<file path="src/rtl/i2c_bm_pkg.sv">
package i2c_bm_pkg;
  localparam int BYTE_W = 8;

  typedef enum logic [2:0] {ST_IDLE, ST_HOLD, ST_START, ST_BIT, ST_STOP} eng_state_t;

  // control register bits
  localparam int CB_XFER  = 0;
  localparam int CB_START = 1;
  localparam int CB_STOP  = 2;
  localparam int CB_NACK  = 3;
  localparam int CB_ABORT = 4;
  localparam int CB_RXIE  = 5;
  localparam int CB_TXIE  = 6;

  // status register bits
  localparam int SB_ACKNAK  = 0;
  localparam int SB_RXFULL  = 1;
  localparam int SB_TXEMPTY = 2;
  localparam int SB_BUSY    = 3;
  localparam int SB_RXMODE  = 4;

  localparam logic [1:0] RA_DATA = 2'd0;
  localparam logic [1:0] RA_CTRL = 2'd1;
  localparam logic [1:0] RA_STAT = 2'd2;
endpackage

</file>
<file path="src/rtl/i2c_bm_qtick.sv">
module i2c_bm_qtick #(
  parameter int QDIV = 125
) (
  input  logic clk,
  input  logic rst,
  input  logic en,
  output logic tick
);
  localparam int CW = (QDIV > 1) ? $clog2(QDIV) : 1;
  localparam logic [CW-1:0] LAST = CW'(QDIV - 1);

  logic [CW-1:0] cnt;

  always_ff @(posedge clk) begin
    if (rst || !en) begin
      cnt  <= '0;
      tick <= 1'b0;
    end else if (cnt == LAST) begin
      cnt  <= '0;
      tick <= 1'b1;
    end else begin
      cnt  <= cnt + 1'b1;
      tick <= 1'b0;
    end
  end

  generate
    if (QDIV > 1) begin : g_tick_chk
      // quarter ticks are single pulses spaced by the divider
      assert_tick_single_R10: assert property (@(posedge clk) disable iff (rst)
        tick |=> !tick);
    end
  endgenerate
endmodule

</file>
<file path="src/rtl/i2c_bm_engine.sv">
module i2c_bm_engine
  import i2c_bm_pkg::*;
(
  input  logic              clk,
  input  logic              rst,
  input  logic              tick,
  input  logic              go,
  input  logic              abort,
  input  logic              want_start,
  input  logic              want_stop,
  input  logic              want_nack,
  input  logic [BYTE_W-1:0] tx_byte,
  input  logic              sda_i,
  output logic              scl_o,
  output logic              sda_oe,
  output logic              done,
  output logic              done_rx,
  output logic              ack_nak,
  output logic [BYTE_W-1:0] rx_byte,
  output logic              busy,
  output logic              rx_mode,
  output logic              stop_done
);
  localparam int CNTW = $clog2(BYTE_W + 1);
  localparam logic [CNTW-1:0] LASTBIT = CNTW'(BYTE_W);

  eng_state_t        state;
  logic [1:0]        qph;
  logic [CNTW-1:0]   bitn;
  logic [BYTE_W-1:0] shreg;
  logic              scl_q, sda_q;
  logic              is_rx, is_addr, rw_bit, stop_after, nack_sel;

  always_ff @(posedge clk) begin
    done      <= 1'b0;
    stop_done <= 1'b0;
    if (rst) begin
      state      <= ST_IDLE;
      qph        <= 2'd0;
      bitn       <= '0;
      shreg      <= '0;
      scl_q      <= 1'b1;
      sda_q      <= 1'b0;
      is_rx      <= 1'b0;
      is_addr    <= 1'b0;
      rw_bit     <= 1'b0;
      stop_after <= 1'b0;
      nack_sel   <= 1'b0;
      ack_nak    <= 1'b0;
      rx_mode    <= 1'b0;
      done_rx    <= 1'b0;
    end else begin
      case (state)
        ST_IDLE, ST_HOLD: begin
          qph  <= 2'd0;
          bitn <= '0;
          if (go) begin
            shreg      <= tx_byte;
            stop_after <= want_stop;
            nack_sel   <= want_nack;
            if (want_start || state == ST_IDLE) begin
              is_addr <= 1'b1;
              is_rx   <= 1'b0;
              rw_bit  <= tx_byte[0];
              state   <= ST_START;
            end else begin
              is_addr <= 1'b0;
              is_rx   <= rx_mode;
              state   <= ST_BIT;
            end
          end else if (abort && state == ST_HOLD) begin
            state <= ST_STOP;
          end
        end
        ST_START: if (tick) begin
          qph <= qph + 2'd1;
          case (qph)
            2'd0: sda_q <= 1'b0;
            2'd1: scl_q <= 1'b1;
            2'd2: sda_q <= 1'b1;
            default: begin
              scl_q <= 1'b0;
              state <= ST_BIT;
            end
          endcase
        end
        ST_BIT: if (tick) begin
          qph <= qph + 2'd1;
          case (qph)
            2'd0: begin
              if (bitn < LASTBIT) sda_q <= is_rx ? 1'b0 : !shreg[BYTE_W-1];
              else                sda_q <= is_rx ? !nack_sel : 1'b0;
            end
            2'd1: scl_q <= 1'b1;
            2'd2: begin
              if (bitn < LASTBIT) shreg   <= {shreg[BYTE_W-2:0], sda_i};
              else                ack_nak <= is_rx ? nack_sel : sda_i;
            end
            default: begin
              scl_q <= 1'b0;
              if (bitn < LASTBIT) begin
                bitn <= bitn + 1'b1;
              end else begin
                done    <= 1'b1;
                done_rx <= is_rx;
                sda_q   <= stop_after;
                if (is_addr) rx_mode <= rw_bit & !ack_nak;
                state   <= stop_after ? ST_STOP : ST_HOLD;
              end
            end
          endcase
        end
        ST_STOP: if (tick) begin
          qph <= qph + 2'd1;
          case (qph)
            2'd0: sda_q <= 1'b1;
            2'd1: scl_q <= 1'b1;
            2'd2: sda_q <= 1'b0;
            default: begin
              state     <= ST_IDLE;
              rx_mode   <= 1'b0;
              stop_done <= 1'b1;
            end
          endcase
        end
        default: state <= ST_IDLE;
      endcase
    end
  end

  assign scl_o   = scl_q;
  assign sda_oe  = sda_q;
  assign rx_byte = shreg;
  assign busy    = (state == ST_START) || (state == ST_BIT) || (state == ST_STOP);

  // inside a byte SDA never moves while SCL stays high
  assert_sda_stable_high_R2: assert property (@(posedge clk) disable iff (rst)
    (state == ST_BIT && $past(state) == ST_BIT && scl_q && $past(scl_q))
      |-> (sda_q == $past(sda_q)));

  // a held bus keeps SCL low with SDA released
  assert_hold_scl_low_R7: assert property (@(posedge clk) disable iff (rst)
    (state == ST_HOLD) |-> (!scl_q && !sda_q));

  // once the STOP is through, the bus is released
  assert_idle_released_R6: assert property (@(posedge clk) disable iff (rst)
    (state == ST_IDLE) |-> (scl_q && !sda_q));
endmodule

</file>
<file path="src/rtl/i2c_byte_master.sv">
module i2c_byte_master
  import i2c_bm_pkg::*;
#(
  parameter int QDIV = 125
) (
  input  logic              clk,
  input  logic              rst,
  input  logic              reg_wr,
  input  logic [1:0]        reg_addr,
  input  logic [BYTE_W-1:0] reg_wdata,
  output logic [BYTE_W-1:0] reg_rdata,
  output logic              scl_o,
  output logic              sda_oe,
  input  logic              sda_i,
  output logic              irq_rx,
  output logic              irq_tx
);
  localparam logic [BYTE_W-1:0] CTRL_MASK = BYTE_W'((1 << (CB_TXIE + 1)) - 1);

  logic [BYTE_W-1:0] data_q, ctrl_q, rx_byte, stat_w;
  logic go_q, rx_full_q, tx_empty_q;
  logic tick, done, done_rx, ack_nak, busy, rx_mode, stop_done;

  i2c_bm_qtick #(.QDIV(QDIV)) u_qtick (
    .clk(clk), .rst(rst), .en(busy), .tick(tick)
  );

  i2c_bm_engine u_engine (
    .clk(clk), .rst(rst), .tick(tick), .go(go_q),
    .abort(ctrl_q[CB_ABORT] & ~ctrl_q[CB_XFER]),
    .want_start(ctrl_q[CB_START]), .want_stop(ctrl_q[CB_STOP]),
    .want_nack(ctrl_q[CB_NACK]), .tx_byte(data_q), .sda_i(sda_i),
    .scl_o(scl_o), .sda_oe(sda_oe), .done(done), .done_rx(done_rx),
    .ack_nak(ack_nak), .rx_byte(rx_byte), .busy(busy), .rx_mode(rx_mode),
    .stop_done(stop_done)
  );

  always_comb begin
    stat_w             = '0;
    stat_w[SB_ACKNAK]  = ack_nak;
    stat_w[SB_RXFULL]  = rx_full_q;
    stat_w[SB_TXEMPTY] = tx_empty_q;
    stat_w[SB_BUSY]    = busy;
    stat_w[SB_RXMODE]  = rx_mode;
  end

  always_ff @(posedge clk) begin
    if (rst) begin
      data_q     <= '0;
      ctrl_q     <= '0;
      go_q       <= 1'b0;
      rx_full_q  <= 1'b0;
      tx_empty_q <= 1'b0;
      irq_rx     <= 1'b0;
      irq_tx     <= 1'b0;
      reg_rdata  <= '0;
    end else begin
      go_q <= 1'b0;
      if (reg_wr && reg_addr == RA_DATA) data_q <= reg_wdata;
      if (reg_wr && reg_addr == RA_CTRL) begin
        ctrl_q <= reg_wdata & CTRL_MASK;
        go_q   <= reg_wdata[CB_XFER];
      end
      if (reg_wr && reg_addr == RA_STAT) begin
        if (reg_wdata[SB_RXFULL])  rx_full_q  <= 1'b0;
        if (reg_wdata[SB_TXEMPTY]) tx_empty_q <= 1'b0;
      end
      if (done) begin
        ctrl_q[CB_XFER] <= 1'b0;
        if (done_rx) begin
          data_q    <= rx_byte;
          rx_full_q <= 1'b1;
        end else begin
          tx_empty_q <= 1'b1;
        end
      end
      if (stop_done) ctrl_q[CB_ABORT] <= 1'b0;
      irq_rx <= rx_full_q & ctrl_q[CB_RXIE];
      irq_tx <= tx_empty_q & ctrl_q[CB_TXIE];
      case (reg_addr)
        RA_DATA: reg_rdata <= data_q;
        RA_CTRL: reg_rdata <= ctrl_q;
        RA_STAT: reg_rdata <= stat_w;
        default: reg_rdata <= '0;
      endcase
    end
  end

  // a finished byte hands the transfer bit back to the host
  assert_xfer_clear_R3: assert property (@(posedge clk) disable iff (rst)
    (done && !reg_wr) |=> !ctrl_q[CB_XFER]);

  // a received byte raises receive-full
  assert_rx_full_R5: assert property (@(posedge clk) disable iff (rst)
    (done && done_rx) |=> rx_full_q);
endmodule

</file>
<file path="config.mk">
export PLATFORM = sky130hd
export DESIGN_NAME = i2c_byte_master
export DESIGN_NICKNAME = d
export VERILOG_FILES = /design/src/rtl/i2c_bm_pkg.sv /design/src/rtl/i2c_bm_qtick.sv /design/src/rtl/i2c_bm_engine.sv /design/src/rtl/i2c_byte_master.sv
export SDC_FILE = /design/constraint.sdc
export NUM_CORES = 1
export LEC_CHECK = 0
export BUFFER_PORTS_ARGS = -buffer_cell sky130_fd_sc_hd__buf_2
export CAP_MARGIN = 20
export CORE_MARGIN = 1
export CORE_UTILIZATION = 38
export DETAILED_ROUTE_END_ITERATION = 6
export PLACE_DENSITY_LB_ADDON = 0.25
export REMOVE_ABC_BUFFERS = 1
export SLEW_MARGIN = 15
export SYNTH_ARGS = -nofsm -noshare
export SYNTH_HDL_FRONTEND = slang
export SYNTH_SLANG_ARGS = --single-unit
export TNS_END_PERCENT = 50
</file>
<file path="constraint.sdc">
create_clock -name clk -period 4.65 [get_ports clk]
set_clock_uncertainty 0.15 [all_clocks]
set_input_delay 0.2325 -clock clk [delete_from_list [all_inputs] [get_ports clk]]
set_output_delay 0.2325 -clock clk [all_outputs]
set_load 0.005 [all_outputs]
</file>
==> flow_metrics.py <==
metrics = {
    "worst_setup_path": {
        "path_depth": 4,
        "critPathMaxStageDelay_ns": 0.61,
        "cp_slowest_cell": "dfxtp_1",
        "worstSetupEndpointType": "flip-flop",
        "crit_type": "reg2reg",
        "r2r_cells": 4,
        "endpoint": "u_engine.rx_byte[0]",
        "startpoint": "u_engine.state[1]",
        "path_max_fanout": 17,
        "critPathRequiredTime_ns": 4.75,
        "cp_num_buf_inv": 0,
        "crit_path_cell_trace": "and3b_2, a41o_4, nor2_1, a311oi_1",
        "worstPathArrival_ns": 2.15,
        "rr_endpoint": "u_engine.rx_byte[0]",
        "reg2reg_from": "u_engine.state[1]",
        "r2r_setup_slack_ns": 2.60,
        "startpoint_type": "flip-flop",
        "critPathTopFamily": "compound AO/OA/AOI/OAI gates",
    },
    "floorplan": {
        "die_w_um": 91.2,
        "die_y_um": 91.2,
        "core_area_um2": 7730,
        "row_count": 32,
        "die_area_um2": 8330,
        "ios": 26,
        "initial_utilization_pct": 39.2,
    },
    "cts": {
        "cts_resized": 0,
        "post_cts_buffers": 0,
        "h-tree-depth": 3,
        "clk_pin_slew_ns": 0.08,
        "clock-sinks": 65,
        "clock_latency_ns": 0.35,
        "cts_tree": "yes",
        "clockBufferDepth": 2,
        "clock-root-buffer": "clkbuf_8",
        "numCtsBuffers": 9,
    },
    "route": {
        "antenna_left": 0,
        "wl_per_cell_um": 14.4,
        "drt_iter0_drc": 182,
        "vias": 2399,
        "viasPerCell": 5.15,
        "wl_um": 6730,
        "drc_errors": 0,
        "dr.pass1.iters": 4,
    },
    "place": {
        "place.gp.congestion": 0.797,
        "numPortBuffers": 25,
        "dpl.hpwl_um": 4710,
    },
    "yosys": {
        "yosysTopAreaCellShare_pct": 43.0,
        "ys_async_sr_fraction_pct": 0,
        "synth_edf_count": 0,
        "synth_cells": 342,
        "synthTopCellsByArea": "dfxtp_1, mux2i_1, nor2_1",
        "syn_area_per_cell_um2": 8.85,
        "ys_top_cells_by_count": "dfxtp_1, nor2_1, nand2_1",
        "synth_top_flop_cell": "dfxtp_1",
        "yosys_register_bits": 65,
        "syn-cell-area_um2": 3030,
        "synth_largest_area_cell": "dfxtp_1",
        "yosysSeqAreaShare_pct": 43.0,
        "yosysMostFrequentCell": "dfxtp_1",
        "synth_cell_types": 56,
        "yosys_warnings": 0,
    },
    "layout": {
        "antenna_cells": 0,
        "drive_gt1_share_pct": 15.1,
        "layout.nets": 380,
        "syn_to_final_growth_pct": 12.1,
    },
    "sta": {
        "rsz0062_at_grt": "false",
        "fin_setup_tns_ns": 0,
        "tightestPinTransition_ns": 0.687,
        "relSlewSlack_pct": 54.1,
        "clock.fmax_mhz": 488,
        "min_period_ns": 2.05,
        "slew_violations": 0,
        "finalHoldViolations": 0,
        "fin_crit_sh_pct": 44.0,
        "finalSetupViolations": 0,
    },
    "pwr": {
        "p_leak_nw": 1.27,
        "p_total_mw": 1.17,
        "powerDensity_nw_per_um2": 346,
        "max-vdd-ir-drop_v": 0.000153,
    },
    "global_routing": {
        "grt_usage_pct": 17.9,
        "antenna_found_initial": 0,
        "grt_max_degree": 46,
        "grt-ovfl-total": 0,
        "grt_pass1_vias": 2280,
        "grt_pass1_wl_um": 11700,
    },
    "outcome": {
        "outcome": "finished clean",
    },
    "flow_run": {
        "max_cap_viol_count": 0,
    },
    "worst_hold_path": {
        "hold_class": "in2reg",
    },
}
layout make-up:
type / instances / area, µm²
fill: 761 / 4340
multi-input combinational: 245 / 1560
sequential: 65 / 1300
timing repair buffer: 30 / 170
tap: 102 / 128
clock buffer: 9 / 124
clock inverter: 7 / 76.3
inverter: 8 / 30.0
cell families (layout without fill, tap and decap cells):
logic type / count (synthesis) / count (layout) / synth area share (%)
xor+xnor: 6 / 6 / 1.74
compound gates: 63 / 63 / 14.8
fa+ha+maj: 7 / 7 / 2.89
simple gates: 141 / 141 / 22.7
flops: 65 / 65 / 43.0
mux: 28 / 28 / 9.47
buf+inv: 32 / 54 / 5.37
how the worst min path moves through the flow:
| stage | from | end | slack, ns | cells past startpoint |
|---|---|---|---|---|
| finish | reg_wdata[1] | ctrl_q[1] | 0.03 | 3 |
| global route | sda_i | u_engine.rx_byte[0] | 0.03 | 3 |
| CTS | reg_wdata[1] | ctrl_q[1] | 0.02 | 3 |
| detailed placement | u_engine.stop_done | ctrl_q[4] | 0.24 | 1 |
| global placement | u_engine.stop_done | ctrl_q[4] | 0.23 | 1 |
| floorplan | rst | u_engine.qph[0] | 0.15 | 1 |
flip-flops by register name (all words and copies together) (netlist names), 2 cells and up:
| name | count |
|---|---|
| ctrl_q | 7 |
| u_engine.rx_byte | 8 |
| u_engine.state | 3 |
| u_engine.qph | 2 |
| reg_rdata | 8 |
| u_engine.bitn | 4 |
| data_q | 8 |
| u_qtick.cnt | 7 |
stage by stage:
stage	utilization (%)	area, µm²	setup slack, ns	hold WS [ns]	cells
6_report	43.9	3390	2.60	0.0293	466
5_1_grt	43.9	3390	2.41	0.0322	466
4_1_cts	43.9	3390	2.60	0.0205	466
3_5_place_dp	40.9	3160	2.62	0.242	447
3_3_place_gp	40.9	3160	2.68	0.232	447
2_1_floorplan	-	2890	2.86	0.149	318
worst register-to-register path, delay by kind of cell, from the launching register on:
family	cells	cell delay [ns]
simple gates	2	0.58
flops	1	0.61
compound gates	2	0.63
where the power goes:
part | total (mW) | internal, mW | switching (mW)
clock | 0.491 | 0.252 | 0.239
sequential | 0.584 | 0.568 | 0.0155
combinational | 0.0981 | 0.0403 | 0.0578
total | 1.17 | 0.860 | 0.312
per-layer routing:
metal	wire length (µm)	vias up	track usage [%]
met5	0	-	0
li1	-	1234	-
met4	108	0	8.07
met2	2920	34	26.3
met1	3470	1120	25.0
met3	229	11	3.69
layout by cell type, fill, tap and decap left out, drive strengths merged, types with 4 or more instances in the layout:
| master | instances |
|---|---|
| a211oi | 8 |
| ha | 7 |
| nor2 | 54 |
| nor4b | 4 |
| nor3b | 5 |
| clkbuf | 9 |
| nand3 | 10 |
| a311oi | 9 |
| inv | 11 |
| nor3 | 8 |
| mux2i | 26 |
| o21ai | 9 |
| buf | 27 |
| nand2 | 36 |
| dfxtp | 65 |
| nor2b | 4 |
| a21oi | 21 |
| nand4 | 4 |
repair_timing:
action / in CTS / in global routing
hold endpoints to repair: 3 / 0
setup endpoints to repair: 0 / 0
hold buffers: 3 / 0
Note: power is estimated with default switching activity, not from simulation.
